`src/rtl/bls_pkg.sv`:
```
package bls_pkg;
   typedef enum logic {
      BUS_FULL  = 1'b0,
      BUS_SPLIT = 1'b1
   } bus_mode_e;
endpackage

```
`src/rtl/bls_mode_latch.sv`:
```
module bls_mode_latch
   import bls_pkg::*;
#(
   parameter bit SHARED_BUS = 1'b0
) (
   input  logic      clk,
   input  logic      rst_n,
   input  logic      cfg_split,
   output bus_mode_e mode_o
);
   logic      armed_q;
   bus_mode_e mode_q;
   bus_mode_e live_mode;

   always_ff @(posedge clk or negedge rst_n) begin
      if (!rst_n) begin
         armed_q <= 1'b0;
         mode_q  <= BUS_FULL;
      end else if (!armed_q) begin
         armed_q <= 1'b1;
         mode_q  <= bus_mode_e'(cfg_split);
      end
   end

   // Before the first edge the live input decides, afterwards the captured copy.
   assign live_mode = armed_q ? mode_q : bus_mode_e'(cfg_split);

   generate
      if (SHARED_BUS) begin : g_shared
         assign mode_o = BUS_FULL;
      end else begin : g_private
         assign mode_o = live_mode;
      end
   endgenerate

   // once captured the mode does not move until reset
   a_r2_mode_frozen: assert property (@(posedge clk) disable iff (!rst_n)
      armed_q |=> $stable(mode_q));
endmodule

```
`src/rtl/bls_idle_timer.sv`:
```
module bls_idle_timer #(
   parameter int unsigned CNT_W = 16
) (
   input  logic             clk,
   input  logic             rst_n,
   input  logic             rx_active,
   input  logic [CNT_W-1:0] limit,
   output logic             hit_o
);
   localparam logic [CNT_W-1:0] CNT_MAX = {CNT_W{1'b1}};

   logic [CNT_W-1:0] cnt_q;
   logic [CNT_W-1:0] cnt_d;

   always_comb begin
      if (rx_active)
         cnt_d = '0;
      else if (cnt_q == CNT_MAX)
         cnt_d = cnt_q;
      else
         cnt_d = cnt_q + 1'b1;
   end

   always_ff @(posedge clk or negedge rst_n) begin
      if (!rst_n) cnt_q <= '0;
      else        cnt_q <= cnt_d;
   end

   assign hit_o = !rx_active && (cnt_d >= limit);

   // a receive cycle clears the count
   a_r8_count_clears: assert property (@(posedge clk) disable iff (!rst_n)
      rx_active |=> (cnt_q == '0));
   // the count never wraps back to zero while idle
   a_r8_count_saturates: assert property (@(posedge clk) disable iff (!rst_n)
      (!rx_active && cnt_q != '0) |=> (cnt_q != '0));
endmodule

```
`src/rtl/bls_tx_steer.sv`:
```
module bls_tx_steer
   import bls_pkg::*;
#(
   parameter int unsigned          DATA_W    = 64,
   parameter logic [DATA_W/2-1:0]  IDLE_FILL = '1
) (
   input  logic                clk,
   input  logic                rst_n,
   input  bus_mode_e           mode,
   input  logic                tx_valid,
   input  logic [DATA_W-1:0]   tx_data,
   input  logic [DATA_W/8-1:0] tx_be_n,
   input  logic                rx_active,
   input  logic                dev_reset,
   input  logic                idle_hit,
   output logic [DATA_W-1:0]   pad_dout,
   output logic                pad_oe_hi,
   output logic                pad_oe_lo,
   output logic [DATA_W/8-1:0] be_dout,
   output logic                be_oe_hi,
   output logic                be_oe_lo
);
   localparam int unsigned HALF_W  = DATA_W / 2;
   localparam int unsigned BE_W    = DATA_W / 8;
   localparam int unsigned HALF_BE = BE_W / 2;

   logic [DATA_W-1:0] dout_d;
   logic [BE_W-1:0]   be_d;
   logic              oe_hi_d, oe_lo_d, be_hi_d, be_lo_d;
   logic              drive_lo;

   assign drive_lo = !rx_active && (dev_reset || idle_hit);

   always_comb begin
      dout_d  = '0;
      be_d    = '1;
      oe_hi_d = 1'b0;
      oe_lo_d = 1'b0;
      be_hi_d = 1'b0;
      be_lo_d = 1'b0;
      if (mode == BUS_SPLIT) begin
         oe_hi_d = 1'b1;
         be_hi_d = 1'b1;
         if (tx_valid) begin
            dout_d[DATA_W-1:HALF_W] = tx_data[HALF_W-1:0];
            be_d[BE_W-1:HALF_BE]    = tx_be_n[HALF_BE-1:0];
         end
         if (drive_lo) begin
            oe_lo_d               = 1'b1;
            dout_d[HALF_W-1:0]    = IDLE_FILL;
         end
      end else if (tx_valid) begin
         oe_hi_d = 1'b1;
         oe_lo_d = 1'b1;
         be_hi_d = 1'b1;
         be_lo_d = 1'b1;
         dout_d  = tx_data;
         be_d    = tx_be_n;
      end
   end

   always_ff @(posedge clk or negedge rst_n) begin
      if (!rst_n) begin
         pad_dout  <= '0;
         be_dout   <= '1;
         pad_oe_hi <= 1'b0;
         pad_oe_lo <= 1'b0;
         be_oe_hi  <= 1'b0;
         be_oe_lo  <= 1'b0;
      end else begin
         pad_dout  <= dout_d;
         be_dout   <= be_d;
         pad_oe_hi <= oe_hi_d;
         pad_oe_lo <= oe_lo_d;
         be_oe_hi  <= be_hi_d;
         be_oe_lo  <= be_lo_d;
      end
   end

   // a full-mode write turns on all four enables together
   a_r3_full_write_all_on: assert property (@(posedge clk) disable iff (!rst_n)
      (mode == BUS_FULL && tx_valid) |=> (pad_oe_hi && pad_oe_lo && be_oe_hi && be_oe_lo));
   // full mode without a write releases the pads
   a_r4_full_idle_off: assert property (@(posedge clk) disable iff (!rst_n)
      (mode == BUS_FULL && !tx_valid) |=> !(pad_oe_hi || pad_oe_lo || be_oe_hi || be_oe_lo));
   // split mode keeps the transmit half driven
   a_r5_tx_half_driven: assert property (@(posedge clk) disable iff (!rst_n)
      (mode == BUS_SPLIT) |=> (pad_oe_hi && be_oe_hi));
   // split mode never drives the low byte enables
   a_r6_be_lo_input: assert property (@(posedge clk) disable iff (!rst_n)
      (mode == BUS_SPLIT) |=> !be_oe_lo);
   // a receive cycle frees the low data half
   a_r7_rx_frees_lo: assert property (@(posedge clk) disable iff (!rst_n)
      (mode == BUS_SPLIT && rx_active) |=> !pad_oe_lo);
endmodule

```
`src/rtl/bls_rx_capture.sv`:
```
module bls_rx_capture
   import bls_pkg::*;
#(
   parameter int unsigned DATA_W = 64
) (
   input  logic                clk,
   input  logic                rst_n,
   input  bus_mode_e           mode,
   input  logic                rx_active,
   input  logic [DATA_W-1:0]   pad_din,
   input  logic [DATA_W/8-1:0] be_din,
   output logic                rx_valid,
   output logic [DATA_W-1:0]   rx_data,
   output logic [DATA_W/8-1:0] rx_be_n
);
   localparam int unsigned HALF_W  = DATA_W / 2;
   localparam int unsigned BE_W    = DATA_W / 8;
   localparam int unsigned HALF_BE = BE_W / 2;

   logic [DATA_W-1:0] data_d;
   logic [BE_W-1:0]   be_d;

   always_comb begin
      if (mode == BUS_SPLIT) begin
         data_d = {{HALF_W{1'b0}}, pad_din[HALF_W-1:0]};
         be_d   = {{HALF_BE{1'b1}}, be_din[HALF_BE-1:0]};
      end else begin
         data_d = pad_din;
         be_d   = be_din;
      end
   end

   always_ff @(posedge clk or negedge rst_n) begin
      if (!rst_n) begin
         rx_valid <= 1'b0;
         rx_data  <= '0;
         rx_be_n  <= '1;
      end else begin
         rx_valid <= rx_active;
         if (rx_active) begin
            rx_data <= data_d;
            rx_be_n <= be_d;
         end
      end
   end

   // a receive cycle yields a valid word on the next edge, nothing else does
   a_r4_rx_valid_follows: assert property (@(posedge clk) disable iff (!rst_n)
      rx_active |=> rx_valid);
   a_r4_rx_valid_quiet: assert property (@(posedge clk) disable iff (!rst_n)
      !rx_active |=> !rx_valid);
endmodule

```
`src/rtl/bus_lane_steer.sv`:
```
module bus_lane_steer
   import bls_pkg::*;
#(
   parameter int unsigned          DATA_W     = 64,
   parameter int unsigned          IDLE_CNT_W = 16,
   parameter bit                   SHARED_BUS = 1'b0,
   parameter logic [DATA_W/2-1:0]  IDLE_FILL  = '1
) (
   input  logic                  clk,
   input  logic                  rst_n,
   input  logic                  cfg_split,
   input  logic [IDLE_CNT_W-1:0] idle_limit,
   input  logic                  dev_reset,
   input  logic                  tx_valid,
   input  logic [DATA_W-1:0]     tx_data,
   input  logic [DATA_W/8-1:0]   tx_be_n,
   input  logic                  rx_active,
   output logic                  rx_valid,
   output logic [DATA_W-1:0]     rx_data,
   output logic [DATA_W/8-1:0]   rx_be_n,
   output logic [DATA_W-1:0]     pad_dout,
   input  logic [DATA_W-1:0]     pad_din,
   output logic                  pad_oe_hi,
   output logic                  pad_oe_lo,
   output logic [DATA_W/8-1:0]   be_dout,
   input  logic [DATA_W/8-1:0]   be_din,
   output logic                  be_oe_hi,
   output logic                  be_oe_lo
);
   generate
      if (DATA_W % 16 != 0 || DATA_W < 16) begin : g_bad_width
         $error("DATA_W must be a multiple of 16 so each half holds whole bytes");
      end
      if (IDLE_CNT_W < 1) begin : g_bad_cnt
         $error("IDLE_CNT_W must be at least 1");
      end
   endgenerate

   bus_mode_e mode;
   logic      idle_hit;
   logic      busy;

   bls_mode_latch #(.SHARED_BUS(SHARED_BUS)) u_mode (
      .clk       (clk),
      .rst_n     (rst_n),
      .cfg_split (cfg_split),
      .mode_o    (mode)
   );

   bls_idle_timer #(.CNT_W(IDLE_CNT_W)) u_idle (
      .clk       (clk),
      .rst_n     (rst_n),
      .rx_active (rx_active),
      .limit     (idle_limit),
      .hit_o     (idle_hit)
   );

   bls_tx_steer #(.DATA_W(DATA_W), .IDLE_FILL(IDLE_FILL)) u_tx (
      .clk       (clk),
      .rst_n     (rst_n),
      .mode      (mode),
      .tx_valid  (tx_valid),
      .tx_data   (tx_data),
      .tx_be_n   (tx_be_n),
      .rx_active (rx_active),
      .dev_reset (dev_reset),
      .idle_hit  (idle_hit),
      .pad_dout  (pad_dout),
      .pad_oe_hi (pad_oe_hi),
      .pad_oe_lo (pad_oe_lo),
      .be_dout   (be_dout),
      .be_oe_hi  (be_oe_hi),
      .be_oe_lo  (be_oe_lo)
   );

   bls_rx_capture #(.DATA_W(DATA_W)) u_rx (
      .clk       (clk),
      .rst_n     (rst_n),
      .mode      (mode),
      .rx_active (rx_active),
      .pad_din   (pad_din),
      .be_din    (be_din),
      .rx_valid  (rx_valid),
      .rx_data   (rx_data),
      .rx_be_n   (rx_be_n)
   );

   assign busy = tx_valid || rx_active;

   // the layout input must hold still while traffic runs
   a_r2_no_mode_change_busy: assert property (@(posedge clk) disable iff (!rst_n)
      (busy && $past(busy)) |-> $stable(cfg_split));
   // a full-mode bus cannot write and read in the same cycle
   a_r4_no_full_clash: assert property (@(posedge clk) disable iff (!rst_n)
      (mode == BUS_FULL) |-> !(tx_valid && rx_active));
   // a shared-bus build never leaves full mode
   a_r9_shared_full_only: assert property (@(posedge clk) disable iff (!rst_n)
      SHARED_BUS |-> (mode == BUS_FULL));
endmodule

```
`config.mk`:
```
export PLATFORM = sky130hd
export DESIGN_NAME = bus_lane_steer
export DESIGN_NICKNAME = d
export VERILOG_FILES = /design/src/rtl/bls_pkg.sv /design/src/rtl/bls_mode_latch.sv /design/src/rtl/bls_idle_timer.sv /design/src/rtl/bls_tx_steer.sv /design/src/rtl/bls_rx_capture.sv /design/src/rtl/bus_lane_steer.sv
export SDC_FILE = /design/constraint.sdc
export NUM_CORES = 1
export LEC_CHECK = 0
export BUFFER_PORTS_ARGS = -buffer_cell sky130_fd_sc_hd__clkbuf_2
export CAP_MARGIN = 20
export CORE_MARGIN = 2
export CORE_UTILIZATION = 43
export DETAILED_ROUTE_END_ITERATION = 8
export GPL_TIMING_DRIVEN = 0
export PLACE_DENSITY_LB_ADDON = 0.3
export SLEW_MARGIN = 25
export SYNTH_ARGS = -nofsm -noshare
export SYNTH_HDL_FRONTEND = slang
export SYNTH_SLANG_ARGS = --single-unit
```
`constraint.sdc`:
```
create_clock -name clk -period 3.2 [get_ports clk]
set_input_delay 0.64 -clock clk [delete_from_list [all_inputs] [get_ports clk]]
set_output_delay 0.64 -clock clk [all_outputs]
set_load 0.05 [all_outputs]
```
==> summary.md, run 1 <==
• result of the run: completed
• CTS Root Buffer Type: sky130_fd_sc_hd__clkbuf_16
• Main synth FF type: sky130_fd_sc_hd__dfrtp_1
• num ports: 315
• final-layout worst hold slack: 0.111 ns
• maximum clock rate: 0.314 GHz
• clock buffer depth: 2
• Leak Pwr: 5.12 nW
• count of standard-cell rows: 46
• via count of the first global-routing pass: 6013
• # DRC: 0
• Setup Total Neg Slack: 0 ns
• first-pass GRT wire length: 31300 um
• # H-tree levels: 4
• gr usage total: 0.231
• post-placement worst setup slack: -0.977 ns
• minimum period implied by the final worst setup slack: 3.18 ns
• sort of element at the end of the critical path: flip-flop
• global route overflow: 0
• layout overhead on the synthesized area: 39.5%
• area of all sequential standard cells: 0.00418 mm2
• count of antenna-violating nets left after detailed routing: 0
• die boundary width: 131 um
• final weighted congestion in routability-driven placement: 0.827
• Clock Latency Late Sink: 0.42 ns
• half-perimeter wire length of the detailed placement result: 15100 um
• placeable core region: 0.0158 mm2
• required arrival time at the worst endpoint: 3.51 ns
• top cell type by total area after synthesis: sky130_fd_sc_hd__dfrtp_1
• PwrDens: 602 mW/mm2
• Chip Height: 131 um
• synthesized instance count: 655
• final critical-path share of the clock period: 0.994
• number of nets at the end of the flow: 1187
• Syn Std Cell Area: 0.00696 mm2
• count of non-filler cells in the finished layout: 1233
• fraction of layout cells with a size suffix above 1: 0.441
• signal arrival time at the worst endpoint: 3.49 ns
• Overall Power: 5.84 mW
• CTS tree: built
• number of vias per cell: 4.84
• count of endpoints failing setup in the final report: 0
• Slew headroom: 0.558
• area share of the leading cell type in the synthesized netlist: 0.540
• Worst Setup Start Kind: flip-flop
• syn nets: 838
• total of hold buffers inserted after clock tree synthesis: 0
• number of antenna violations at the first check in global routing: 1
• Async SR Flop Fraction: 1.00
• EDFF count, synth: 0
• vias after detailed routing: 5966
• Starting Density: 0.440
• number of inserted diodes: 0
• top post-synthesis cells by area: sky130_fd_sc_hd__dfrtp_1, sky130_fd_sc_hd__nand2_1, sky130_fd_sc_hd__dfstp_2, sky130_fd_sc_hd__mux2_2, sky130_fd_sc_hd__a21boi_0
• share of synthesized area occupied by flip-flops and latches: 0.600
• post-route clock skew: 0.00808 ns
• MaxCap Viol Count: 0
• count of endpoints failing hold in the final timing report: 0
• Clock Pin Slew Worst Setup and Hold Paths: 0.07 ns
• total die area: 0.0172 mm2
• count of different cell masters after synthesis: 40
• Initial DRT Pass Iterations: 4
• area used by multi-input combinational logic: 0.00252 mm2
• worst voltage drop across the vdd grid: 341 uV
• Final Routed Wirelength: 20000 um
• number of design-rule violations left by the first detailed-router iteration: 296
• number of register bits inferred by synthesis: 166
• total CTS buffers: 17
• unrepaired setup endpoints after global routing: true
• number of cells in the design after placement: 1187
• maximum net fanout on the critical path: 10
• maximum number of pins on one net before global-route repair: 74
• Filler cells: 1335
• routed wirelength normalized by instance count: 16.2 um
• Final Slew Violations: 0
• setup slack after layout: 0.0182 ns
• critical path class: reg -> reg
• PortBufs: 314
• measured slew at the worst slew-check pin: 0.651 ns
• mean area per synthesized cell: 10.6 um2
• number of warnings reported in the yosys synthesis log: 0
• worst hold-check path type: in -> async
• clk sink count: 166
[worst max-delay path, cell delays in order (launching register included)]
cell and delay, ns:
sky130_fd_sc_hd__dfrtp_1 0.36, sky130_fd_sc_hd__ha_2 0.21, sky130_fd_sc_hd__and4_1 0.22, sky130_fd_sc_hd__nand4_1 0.22, sky130_fd_sc_hd__nor2_4 0.23, sky130_fd_sc_hd__mux2i_1 0.23, sky130_fd_sc_hd__nor2_1 0.09, sky130_fd_sc_hd__ha_1 0.33
sky130_fd_sc_hd__a2111oi_4 0.43, sky130_fd_sc_hd__a2111oi_4 0.11, sky130_fd_sc_hd__o41ai_4 0.23, sky130_fd_sc_hd__buf_6 0.19, sky130_fd_sc_hd__buf_6 0.16, sky130_fd_sc_hd__nand2_1 0.07
[cell usage after synthesis (all sizes together) (3+ instances only)]
master / count
dfrtp: 150
buf: 9
a21oi: 13
and4: 3
nand2: 142
dfstp: 16
o21ai: 37
a21boi: 32
nor3: 5
nand2b: 8
nand3: 41
nand4: 9
mux2i: 4
xor2: 4
inv: 49
mux2: 36
nor2: 25
clkbuf: 29
ha: 17
xnor2: 4
and2: 3
nor4: 3
[path summary, 6_finish.rpt]
| check | startpoint | depth (start not counted) | to | slack, ns |
|---|---|---|---|---|
| setup / recovery | u_idle.cnt_q[0] | 13 | u_tx.pad_dout[5] | 0.02 |
| hold / removal | rst_n | 1 | u_rx.rx_data[1] | 0.11 |
| setup reg to reg | u_idle.cnt_q[0] | 13 | u_tx.pad_dout[5] | 0.02 |
| hold reg to reg | u_rx.rx_data[23] | 1 | u_rx.rx_data[23] | 0.51 |
| max in group asynchronous | rst_n | 2 | u_rx.rx_data[42] | 2.44 |
| min in group clk | tx_be_n[5] | 3 | u_tx.be_dout[5] | 0.42 |
[area by class of cell]
cell class                      instances  area share
Buffer                                 36      0.0179
Clock buffer                           20      0.0471
Clock inverter                         12      0.0170
Inverter                               49      0.0190
Multi-Input combinational cell        402       0.259
Sequential cell                       166       0.430
Tap cell                              216      0.0279
Timing Repair Buffer                  332       0.181
[power breakdown]
| part | internal [mW] | switching (mW) |
|---|---|---|
| sequential | 2.28 | 0.0726 |
| clock | 1.28 | 0.866 |
| combinational | 0.342 | 0.992 |
[what timing repair did]
action | CTS | global route
pin swaps | 6 | 3
setup endpoints to repair | 33 | 33
buffers inserted | 6 | 10
gates resized for setup | 12 | 16
[placed cells by master (no fill, tap or decap), types with 3 or more instances in the layout]
cell,netlist,final
sky130_fd_sc_hd__a21oi_1,13,12
sky130_fd_sc_hd__xnor2_1,4,3
sky130_fd_sc_hd__mux2_2,36,36
sky130_fd_sc_hd__ha_1,17,15
sky130_fd_sc_hd__dfrtp_1,150,149
sky130_fd_sc_hd__clkbuf_2,0,316
sky130_fd_sc_hd__inv_1,49,49
sky130_fd_sc_hd__clkbuf_1,29,25
sky130_fd_sc_hd__nand2b_1,7,7
sky130_fd_sc_hd__clkbuf_16,0,17
sky130_fd_sc_hd__mux2i_1,3,3
sky130_fd_sc_hd__bufinv_16,0,3
sky130_fd_sc_hd__o21ai_0,37,35
sky130_fd_sc_hd__inv_6,0,3
sky130_fd_sc_hd__a21boi_0,32,32
sky130_fd_sc_hd__nor3_1,5,4
sky130_fd_sc_hd__nand2_1,138,137
sky130_fd_sc_hd__xor2_1,4,4
sky130_fd_sc_hd__clkbuf_8,0,3
sky130_fd_sc_hd__buf_4,1,16
sky130_fd_sc_hd__nand2_2,4,5
sky130_fd_sc_hd__nor2_1,25,23
sky130_fd_sc_hd__and2_1,3,3
sky130_fd_sc_hd__nand4_1,9,9
sky130_fd_sc_hd__buf_1,4,4
sky130_fd_sc_hd__nand3_1,41,40
sky130_fd_sc_hd__dfstp_2,16,16
[routing by layer]
layer  up-vias  wire [um]  part of all wire  global-route usage
li1       2852          -                 -                   -
met1      2826       7900              0.40               0.278
met2       241       9850              0.49               0.392
met3        45       1650             0.083              0.0706
met4         2        535             0.027              0.0845
met5         -         16           0.00080                   0
[state kept, by name (all words and copies together), names as in the netlist, 8 cells and up]
signal,flops
u_rx.rx_data,64
u_tx.pad_dout,64
u_idle.cnt_q,16
u_rx.rx_be_n,8
u_tx.be_dout,8
[metrics by stage]
step           utilization  area [um2]
6_report             0.613        9700
5_1_grt              0.613        9700
4_1_cts              0.605        9580
3_5_place_dp         0.560        8860
3_3_place_gp         0.556        8800
2_1_floorplan            -        6960
[cell families after synthesis]
group / count (synthesis) / synth area share
AND/OR/NAND/NOR: 242 / 0.153
flip-flops: 166 / 0.600
AO/OA/AOI/OAI: 94 / 0.0905
buffers and inverters: 87 / 0.0509
multiplexers: 40 / 0.0646
adder cells (fa/ha/maj): 17 / 0.0306
XOR/XNOR: 8 / 0.0101
other: 1 / 0.000539
Power figures use the tool's default switching activity.
==> run 2, diff against run 1 <==
- ABC_AREA: default -> 1
- CORE_ASPECT_RATIO: default -> 0.9
- PLACE_DENSITY: default -> 0.77
- PLACE_DENSITY_LB_ADDON: 0.3 -> default
==> summary.md, run 2 <==
• destination of the critical timing path: u_tx.pad_dout[8]
• post-layout utilization of the core: 0.593, -0.0203
• Clock Pin Slew Worst Setup and Hold Paths: 0.06 ns, about the same
• MaxCap Viol Count: 0, unchanged
• Initial DRT Pass Iterations: 5, +1
• cell with the largest stage delay on the worst path: sky130_fd_sc_hd__dfrtp_1
• P_sw: 1.87 mW, -3.0%
• Async SR Flop Fraction: 1.00, unchanged
• first-pass GRT wire length: 32500 um, +4.1%
• num ports: 315, unchanged
• reg-to-reg critical path endpoint: u_tx.pad_dout[8]
• number of nets at the end of the flow: 1318, +11%
• final-layout worst hold slack: 0.228 ns, +0.118 ns
• Critical R2R Launch: u_idle.cnt_q[0]
• count of antenna-violating nets left after detailed routing: 0, unchanged
• EDFF count, synth: 0, unchanged
• critical path depth in cells: 21, +8
• Chip Height: 125 um, -4.4%
• critical path class: reg -> reg
• final critical-path share of the clock period: 0.907, -0.0877
• number of cells in the design after placement: 1321, +11%
• Overall Power: 5.71 mW, -2.2%
• share of total power in sequential cells: 0.412, +0.009
• Clock Latency Late Sink: 0.42 ns, about the same
• CTS tree: built
• signal arrival time at the worst endpoint: 3.19 ns, -0.30 ns
• number of antenna violations at the first check in global routing: 0, -1
• number of vias per cell: 4.77, -1.4%
• PwrDens: 600 mW/mm2, -0.37%
• maximum clock rate: 0.345 GHz, +9.7%
• maximum net fanout on the critical path: 10, unchanged
• Slew headroom: 0.572, +0.0147
• cell with the most instances after synthesis: sky130_fd_sc_hd__nand2_1
• global route overflow: 0, unchanged
• switching fraction of total power: 0.328, -0.00281
• number of register bits inferred by synthesis: 166, unchanged
• sort of element at the end of the critical path: flip-flop
• worst voltage drop across the vdd grid: 518 uV, +52%
• longest individual stage delay on the worst path: 0.39 ns, -0.04 ns
• gr usage total: 0.238, +0.00739
• count of endpoints failing hold in the final timing report: 0, unchanged
• top post-synthesis cells by area: sky130_fd_sc_hd__dfrtp_1, sky130_fd_sc_hd__nand2_1, sky130_fd_sc_hd__dfstp_2, sky130_fd_sc_hd__nand3_1, sky130_fd_sc_hd__ha_1
• Worst path top cell family by delay: simple AND/OR/NAND/NOR gates
• count of standard-cell rows: 44, -4.3%
• top cell type by total area after synthesis: sky130_fd_sc_hd__dfrtp_1
• PortBufs: 313, -0.32%
• die boundary width: 139 um, +5.9%
• internal power summed over all cells: 3.84 mW, -1.8%
• count of different cell masters after synthesis: 29, -28%
• vias after detailed routing: 6465, +8.4%
• count of endpoints failing setup in the final report: 0, unchanged
• Setup Total Neg Slack: 0 ns, unchanged
• area share of the leading cell type in the synthesized netlist: 0.533, -0.00642
• share of synthesized area occupied by flip-flops and latches: 0.593, -0.00714
• number of warnings reported in the yosys synthesis log: 0, unchanged
• highest-count cells in the layout ignoring fill and taps: sky130_fd_sc_hd__nand2_1, sky130_fd_sc_hd__clkbuf_2, sky130_fd_sc_hd__dfrtp_1
• syn nets: 983, +17%
• clock network fraction of design power: 0.366, -0.002
• Leak Pwr: 5.55 nW, +8.3%
• number of buffer and inverter stages on the critical path: 2, unchanged
• # DRC: 0, unchanged
• placeable core region: 0.0161 mm2, +1.6%
• Starting Density: 0.438, -0.00156
• required arrival time at the worst endpoint: 3.49 ns, -0.02 ns
• result of the run: completed
• Syn Std Cell Area: 0.00704 mm2, +1.2%
• layout overhead on the synthesized area: 35.3%
• measured slew at the worst slew-check pin: 0.642 ns, -0.00911 ns
• final weighted congestion in routability-driven placement: 0.850, +2.8%
• post-route clock skew: 0.00969 ns, +0.00161 ns
• count of non-filler cells in the finished layout: 1355, +9.9%
• via count of the first global-routing pass: 6249, +3.9%
• synthesized instance count: 800, +22%
• Final Routed Wirelength: 20600 um, +3.1%
• crit path from: u_idle.cnt_q[0]
• routed wirelength normalized by instance count: 15.2 um, -6.2%
• list of most frequent post-synthesis cells: sky130_fd_sc_hd__nand2_1, sky130_fd_sc_hd__dfrtp_1, sky130_fd_sc_hd__nand3_1
• CTS Root Buffer Type: sky130_fd_sc_hd__clkbuf_16
• Main synth FF type: sky130_fd_sc_hd__dfrtp_1
• clock buffer depth: 2, unchanged
• number of inserted diodes: 0, unchanged
• combinational share of power: 0.222, -0.006
• half-perimeter wire length of the detailed placement result: 15400 um, +2.0%
• maximum number of pins on one net before global-route repair: 89, +20%
• cell mode on critical path: sky130_fd_sc_hd__nand2_1
• Final Cell Area: 0.00953 mm2, -1.8%
• post-placement worst setup slack: -0.223 ns, +0.754 ns
• flop2flop setup slack: 0.30 ns, +0.28 ns
• mean area per synthesized cell: 8.80 um2, -17%
• clk sink count: 166, unchanged
• most common cell after layout, fill and taps aside: sky130_fd_sc_hd__nand2_1
• Post-Place Cell Area: 0.00890 mm2, +0.45%
• worst hold-check path type: in -> async
• cell depth of the worst flop-to-flop path: 21, +8
• Worst Setup Start Kind: flip-flop
• minimum period implied by the final worst setup slack: 2.90 ns, -0.281 ns
• fraction of layout cells with a size suffix above 1: 0.347, -0.0948
• largest registers in the final layout: u_rx.rx_data: 64 flops, u_tx.pad_dout: 64 flops, u_idle.cnt_q: 16 flops
• Final Slew Violations: 0, unchanged
• total CTS buffers: 17, unchanged
• number of design-rule violations left by the first detailed-router iteration: 351, +19%
• total die area: 0.0174 mm2, +1.2%
• total of hold buffers inserted after clock tree synthesis: 0, unchanged
• Filler cells: 1445, +8.2%
• # H-tree levels: 4, unchanged
• cells traversed along the worst timing path: ha_1 -> nand3_2 -> nor2_4 -> nand2_4 -> nor2_4 -> nand2_4 -> nand3_1 -> nand2_1 -> nor2_1 -> ha_1 -> nand2_1 -> inv_1 -> nand2_1 -> nand2_1 -> nor2_1 -> nand2_1 -> nand2_1 -> nand2_1 -> nand2_2 -> buf_4 -> nand2_1
• setup slack after layout: 0.299 ns, +0.281 ns
## run 2: repair_timing
action | 4_1_cts | 5_1_grt
buffers inserted | 0 | 2
endpoints found under the setup margin | 0 | 30
gates resized for setup | 0 | 1
## run 2: area by class of cell
| cell class | count | area, um2 | share of cell area |
|---|---|---|---|
| Sequential cell | 166 | 4170 | 0.438 |
| Clock buffer | 21 | 460 | 0.0483 |
| Tap cell | 207 | 259 | 0.0272 |
| Inverter | 48 | 180 | 0.0189 |
| Multi-Input combinational cell | 542 | 2480 | 0.260 |
| Buffer | 44 | 211 | 0.0222 |
| Timing Repair Buffer | 316 | 1620 | 0.170 |
| Clock inverter | 11 | 146 | 0.0154 |
## run 2: kinds of logic (layout without fill, tap and decap cells)
kind of cell / after synthesis / in the layout / share of synthesized area
flip-flops: 166 / 166 / 0.593
AND/OR/NAND/NOR: 462 / 462 / 0.273
XOR/XNOR: 5 / 5 / 0.00622
adder cells (fa/ha/maj): 17 / 17 / 0.0302
buffers and inverters: 92 / 440 / 0.0556
AO/OA/AOI/OAI: 57 / 57 / 0.0418
other: 1 / 1 / 0.000533
## run 2: metal layers
layer | track usage | vias up | routed length (um)
met1 | 0.306 | 3006 | 8630
met4 | 0.0588 | 0 | 378
met3 | 0.0758 | 26 | 1440
li1 | - | 3190 | -
met5 | 0 | - | 0
met2 | 0.395 | 243 | 10100
## run 2: worst min-delay path by stage
stage	startpoint	to	slack, ns	cells past startpoint
floorplan	rst_n	u_idle.cnt_q[0]	0.34	0
global placement	u_rx.rx_be_n[3]	u_rx.rx_be_n[3]	0.45	2
CTS	rst_n	u_rx.rx_data[2]	0.27	1
detailed placement	u_rx.rx_be_n[1]	u_rx.rx_be_n[1]	0.45	2
finish	rst_n	u_rx.rx_data[2]	0.23	1
global route	rst_n	u_rx.rx_data[17]	0.28	1
## run 2: power by group through the flow
| stage | sequential, mW | combinational, mW | clock (mW) |
|---|---|---|---|
| after floorplan | 2.98 | 0.251 | 0 |
| after global placement | 2.38 | 1.26 | 0 |
| after detailed placement | 2.39 | 1.27 | 0 |
| after CTS | 2.35 | 1.28 | 2.14 |
| after global routing | 2.37 | 1.36 | 2.22 |
| final | 2.35 | 1.27 | 2.09 |
